`config.mk`:
```
export PLATFORM = sky130hd
export DESIGN_NAME = phase_clock_selector
export DESIGN_NICKNAME = d
export VERILOG_FILES = /design/src/rtl/psel_pkg.sv /design/src/rtl/psel_cfg_decode.sv /design/src/rtl/psel_period_fsm.sv /design/src/rtl/psel_strobe_out.sv /design/src/rtl/phase_clock_selector.sv
export SDC_FILE = /design/constraint.sdc
export NUM_CORES = 1
export LEC_CHECK = 0
export ABC_AREA = 1
export BUFFER_PORTS_ARGS = -buffer_cell sky130_fd_sc_hd__buf_2
export CAP_MARGIN = 20
export CORE_AREA = 2 2 39 41
export CTS_BUF_LIST = sky130_fd_sc_hd__clkbuf_4 sky130_fd_sc_hd__clkbuf_8
export DETAILED_ROUTE_END_ITERATION = 8
export DIE_AREA = 0 0 41 43
export PLACE_DENSITY = 0.84
export SLEW_MARGIN = 25
export SYNTH_ARGS = -nofsm -noshare
export SYNTH_HDL_FRONTEND = slang
export SYNTH_SLANG_ARGS = --single-unit
```
`constraint.sdc`:
```
create_clock -name clk -period 1.2 [get_ports clk]
set_clock_uncertainty 0.1 [all_clocks]
set_input_delay 0.18 -clock clk [delete_from_list [all_inputs] [get_ports clk]]
set_output_delay 0.18 -clock clk [all_outputs]
set_load 0.05 [all_outputs]
```
`src/rtl/psel_pkg.sv`:
```
package psel_pkg;
    typedef enum logic [1:0] {
        MODE_FIXED = 2'd0,
        MODE_QUAD  = 2'd1,
        MODE_OCT   = 2'd2
    } psel_mode_e;
endpackage

```
`src/rtl/psel_cfg_decode.sv`:
```
module psel_cfg_decode
    import psel_pkg::*;
#(
    parameter int CNT_W = 3
) (
    input  logic               tune_en,
    input  logic               oct_en,
    input  logic [CNT_W-2:0]   tx_coarse,
    input  logic               tx_fine,
    input  logic [CNT_W-2:0]   rx_coarse,
    input  logic               rx_fine,
    output psel_mode_e         mode_nxt,
    output logic [CNT_W-1:0]   tx_idx_nxt,
    output logic [CNT_W-1:0]   rx_idx_nxt
);
    localparam int QUAD_P   = 1 << (CNT_W - 1);
    localparam int FIXED_TX = QUAD_P / 2;

    always_comb begin
        if (!tune_en)    mode_nxt = MODE_FIXED;
        else if (oct_en) mode_nxt = MODE_OCT;
        else             mode_nxt = MODE_QUAD;
    end

    always_comb begin
        unique case (mode_nxt)
            MODE_QUAD: begin
                tx_idx_nxt = {1'b0, tx_coarse};
                rx_idx_nxt = {1'b0, rx_coarse};
            end
            MODE_OCT: begin
                tx_idx_nxt = {tx_fine, tx_coarse};
                rx_idx_nxt = {rx_fine, rx_coarse};
            end
            default: begin
                tx_idx_nxt = CNT_W'(FIXED_TX);
                rx_idx_nxt = '0;
            end
        endcase
    end
endmodule

```
`src/rtl/psel_period_fsm.sv`:
```
module psel_period_fsm
    import psel_pkg::*;
#(
    parameter int CNT_W = 3
) (
    input  logic             clk,
    input  logic             rst_n,
    input  psel_mode_e       mode_nxt,
    input  logic [CNT_W-1:0] tx_idx_nxt,
    input  logic [CNT_W-1:0] rx_idx_nxt,
    output psel_mode_e       mode_q,
    output logic [CNT_W-1:0] cnt_q,
    output logic [CNT_W-1:0] tx_idx_q,
    output logic [CNT_W-1:0] rx_idx_q
);
    localparam int OCT_P    = 1 << CNT_W;
    localparam int QUAD_P   = OCT_P / 2;
    localparam int FIXED_TX = QUAD_P / 2;

    logic [CNT_W-1:0] last_c;
    logic             wrap;

    always_comb begin
        unique case (mode_q)
            MODE_OCT: last_c = CNT_W'(OCT_P - 1);
            default:  last_c = CNT_W'(QUAD_P - 1);
        endcase
        wrap = (cnt_q == last_c);
    end

    // state register: mode may change only at the period wrap
    always_ff @(posedge clk or negedge rst_n) begin
        if (!rst_n)    mode_q <= MODE_FIXED;
        else if (wrap) mode_q <= mode_nxt;
    end

    // cycle counter and latched phase indices
    always_ff @(posedge clk or negedge rst_n) begin
        if (!rst_n) begin
            cnt_q    <= '0;
            tx_idx_q <= CNT_W'(FIXED_TX);
            rx_idx_q <= '0;
        end else if (wrap) begin
            cnt_q    <= '0;
            tx_idx_q <= tx_idx_nxt;
            rx_idx_q <= rx_idx_nxt;
        end else begin
            cnt_q    <= cnt_q + 1'b1;
        end
    end

    // settings hold steady inside a period
    p_hold_mid_period_r8: assert property (@(posedge clk) disable iff (!rst_n)
        (cnt_q != '0) |-> ($stable(mode_q) && $stable(tx_idx_q) && $stable(rx_idx_q)));

    // counter restarts after the last cycle of the period
    p_wrap_restart_r2: assert property (@(posedge clk) disable iff (!rst_n)
        (cnt_q == last_c) |=> (cnt_q == '0));

    // four-cycle modes never reach the upper half count
    p_short_period_r2: assert property (@(posedge clk) disable iff (!rst_n)
        (mode_q != MODE_OCT) |-> (cnt_q < CNT_W'(QUAD_P)));

    // fixed mode keeps default phases
    p_fixed_phase_r3: assert property (@(posedge clk) disable iff (!rst_n)
        (mode_q == MODE_FIXED) |-> (tx_idx_q == CNT_W'(FIXED_TX) && rx_idx_q == '0));

    // each index lies inside the period so it is hit once
    p_idx_in_period_r9: assert property (@(posedge clk) disable iff (!rst_n)
        (tx_idx_q <= last_c) && (rx_idx_q <= last_c));
endmodule

```
`src/rtl/psel_strobe_out.sv`:
```
module psel_strobe_out
    import psel_pkg::*;
#(
    parameter int CNT_W = 3
) (
    input  psel_mode_e       mode_q,
    input  logic [CNT_W-1:0] cnt_q,
    input  logic [CNT_W-1:0] tx_idx_q,
    input  logic [CNT_W-1:0] rx_idx_q,
    output logic             card_clk,
    output logic             tx_strobe,
    output logic             rx_strobe
);
    localparam int OCT_P  = 1 << CNT_W;
    localparam int QUAD_P = OCT_P / 2;

    always_comb begin
        unique case (mode_q)
            MODE_OCT: card_clk = (cnt_q < CNT_W'(OCT_P / 2));
            default:  card_clk = (cnt_q < CNT_W'(QUAD_P / 2));
        endcase
        tx_strobe = (cnt_q == tx_idx_q);
        rx_strobe = (cnt_q == rx_idx_q);
    end
endmodule

```
`src/rtl/phase_clock_selector.sv`:
```
module phase_clock_selector
    import psel_pkg::*;
#(
    parameter int CNT_W = 3
) (
    input  logic             clk,
    input  logic             rst_n,
    input  logic             tune_en,
    input  logic             oct_en,
    input  logic [CNT_W-2:0] tx_coarse,
    input  logic             tx_fine,
    input  logic [CNT_W-2:0] rx_coarse,
    input  logic             rx_fine,
    output logic             card_clk,
    output logic             tx_strobe,
    output logic             rx_strobe
);
    psel_mode_e       mode_nxt, mode_q;
    logic [CNT_W-1:0] tx_idx_nxt, rx_idx_nxt;
    logic [CNT_W-1:0] cnt_q, tx_idx_q, rx_idx_q;

    psel_cfg_decode #(.CNT_W(CNT_W)) u_dec (
        .tune_en(tune_en), .oct_en(oct_en),
        .tx_coarse(tx_coarse), .tx_fine(tx_fine),
        .rx_coarse(rx_coarse), .rx_fine(rx_fine),
        .mode_nxt(mode_nxt), .tx_idx_nxt(tx_idx_nxt), .rx_idx_nxt(rx_idx_nxt)
    );

    psel_period_fsm #(.CNT_W(CNT_W)) u_fsm (
        .clk(clk), .rst_n(rst_n),
        .mode_nxt(mode_nxt), .tx_idx_nxt(tx_idx_nxt), .rx_idx_nxt(rx_idx_nxt),
        .mode_q(mode_q), .cnt_q(cnt_q), .tx_idx_q(tx_idx_q), .rx_idx_q(rx_idx_q)
    );

    psel_strobe_out #(.CNT_W(CNT_W)) u_out (
        .mode_q(mode_q), .cnt_q(cnt_q), .tx_idx_q(tx_idx_q), .rx_idx_q(rx_idx_q),
        .card_clk(card_clk), .tx_strobe(tx_strobe), .rx_strobe(rx_strobe)
    );
endmodule

```
==> metrics.cfg <==
[status]
status=complete, but fails checks
violations=negative setup slack

[setup_path]
critPathBufInv=1
critPathMaxFanout=4
critPathRequiredTime_ns=0.92
reg2reg_slack_ns=-0.17
critPathCaptureType=primary output
crit_path_start_kind=flip-flop
cp_top_family=flip-flops
critical_path_class=flip-flop to primary output
r2r_start=u_fsm.cnt_q[2]$_DFF_PN0_
crit_slowest_cell=dfrtp_2
critPathArrivalTime_ns=1.25
crit_chain=xor2_2 -> nor3_4 -> buf_6
r2r_cells=7
worst_path_largest_cell_delay_ns=0.45
r2r_end=u_fsm.rx_idx_q[2]$_DFFE_PN0N_

[placed_design]
post-place-cells=107
post-place-ws_ns=-0.142
hpwl_microns=934
gp_congestion=0.729
dpl_cell_area_sq_um=827
io_buffers=12

[grt]
grt_pass1_vias=493
grtUsageMet3_pct=1.57
track_usage_pct=19.0
met1_usage_pct=23.8
antenna_found_initial=0
grt_first_pass_wirelength_microns=2130
grt_busiest_layer=met2
grt_use_met2_pct=27.8
gr-total-overflow=0
grt_max_degree=12

[synth]
syn_area_per_cell_sq_um=8.49
syn_inst=74
synth_seq_cells=11
ys_seq_area_share_pct=44.0
synth_area_sq_um=628
ys_types=16
syn_nets=85
yosysWarnings=0

[worst_hold_path]
worstHoldEndpoint=u_fsm.mode_q[0]$_DFFE_PN0N_
hp-class=input pin to flip-flop
worstHoldStart=oct_en
whs_path_depth=4

[sta]
hold_viol=0
final-setup-viol-count=13
tightest_slew_ns=0.301
holdWs_ns=0.0907
max_slew_margin_pct=79.9
drv_slew=0
finalCritPeriodShare_pct=128
min_period_ns=1.53
clock.fmax_mhz=652
rsz0062_at_grt=true
tns_ns=-2.29
fin_ws_ns=-0.334

[floorplanning]
die_area_sq_um=1760
ios=13
core.rowCount=14
core_area_sq_um=1380
start_util_pct=45.4
die_x_microns=41
fp.dieH_microns=43

[clocking]
clk_pin_slew_worst_paths_ns=0.07
insertion_delay_ns=0.27
root_buffer=clkbuf_4
clock_sinks=11
h-tree-depth=1
clockBufferDepth=2
tritoncts=built
cts_made_buffers=3

[route]
viasPerCell=4.66
via_count=541
wl_per_cell_microns=11.1
drc=0
drtAntennaViolNets=0
drt_first_pass_iters=4
wl_microns=1290
initialDrtViolationCount=4

[finish]
design_area_sq_um=971
final_util_pct=70.2
nNetsFinal=112
antenna_cells=0
fin_cells=116
final_common_cell=nand2_1
final_cell_mix=nand2_1 (22), inv_1 (10), buf_2 (9)
drive_gt1_share_pct=47.0
area.growth.synth_to_final_pct=54.6

[pwr]
power_density_nw_per_um2=1610
vdd_drop_max_mv=1.01
power_leakage_nw=0.511
p_total_mw=1.56

[run]
maxCapViolCount=0

==> routing by layer <==
metal / vias up / share of wire [%]
met5: - / 0
met4: 0 / 3.7
met3: 4 / 2.6
met2: 15 / 52
met1: 242 / 41
li1: 280 / -
==> synth_stat cells <==
library cell / number / area share [%]
nor3_1: 2 / 1.6
a21oi_1: 2 / 1.6
nand2_1: 22 / 13
buf_6: 1 / 1.8
dfrtp_1: 10 / 40
nor2_1: 4 / 2.4
nand2_4: 1 / 1.8
buf_2: 1 / 0.80
clkinv_4: 1 / 1.4
nand3_4: 2 / 5.6
ha_1: 1 / 2.0
nand4_1: 8 / 8.0
xor2_1: 6 / 8.4
nand2_2: 1 / 1.0
dfstp_2: 1 / 4.2
inv_1: 11 / 6.6
==> sequential cells by signal, indices dropped and copies added (netlist names) <==
register,flops
u_fsm.mode_q,2
u_fsm.rx_idx_q,3
u_fsm.cnt_q,3
u_fsm.tx_idx_q,3
==> cells by family (layout without fill, tap and decap cells) <==
kind of cell,after synthesis,in the layout,share of synthesized area (%)
AOI/OAI and AO/OA,2,2,1.59
and+or+nand+nor,40,41,33.5
DFF,11,11,44.0
adders and majority gates,1,1,1.99
buffers and inverters,14,39,10.6
xor gates and xnor gates,6,6,8.37
==> worst register-to-register path, stage by stage (launching register included) <==
cell and delay [ns]:
dfrtp_2 0.45, buf_6 0.14, buf_6 0.12, clkinv_4 0.04, nand3_4 0.12, buf_12 0.17, nand4_1 0.07, nand2_1 0.05
==> layout make-up <==
cell class              instances  area (sq um)
repair buffers                 23           208
multi-input cells              50           382
inverters                      12          50.0
flip-flops and latches         11           282
fillers                        98           413
clock buffers                   4          30.0
well taps                      16          20.0
==> worst max path at each step <==
stage	cells after the start	endpoint	from	slack (ns)
finish	3	tx_strobe	u_fsm.cnt_q[0]$_DFF_PN0_	-0.33
global route	3	tx_strobe	u_fsm.cnt_q[0]$_DFF_PN0_	-0.39
CTS	3	tx_strobe	u_fsm.cnt_q[0]$_DFF_PN0_	-0.36
detailed placement	3	tx_strobe	u_fsm.tx_idx_q[1]$_DFFE_PN1N_	-0.14
global placement	3	rx_strobe	u_fsm.cnt_q[1]$_DFF_PN0_	-0.11
floorplan	2	rx_strobe	u_fsm.cnt_q[0]$_DFF_PN0_	-0.15
==> what timing repair did <==
item | 4_1_cts | 5_1_grt
buffers inserted | 2 | 1
endpoints found under the setup margin | 13 | 13
gates cloned | 1 | 0
pin swaps | 17 | 1
hold buffers | 1 | 0
endpoints found under the hold margin | 11 | 0
gates resized for setup | 15 | 4
==> report_power, final <==
part / switching, mW / total, mW / internal [mW] / leakage [nW]
combinational: 0.384 / 0.731 / 0.347 / 0.358
sequential: 0.0957 / 0.561 / 0.466 / 0.135
clock: 0.119 / 0.270 / 0.151 / 0.0184
total: 0.598 / 1.56 / 0.964 / 0.511
Power figures use the tool's default switching activity.
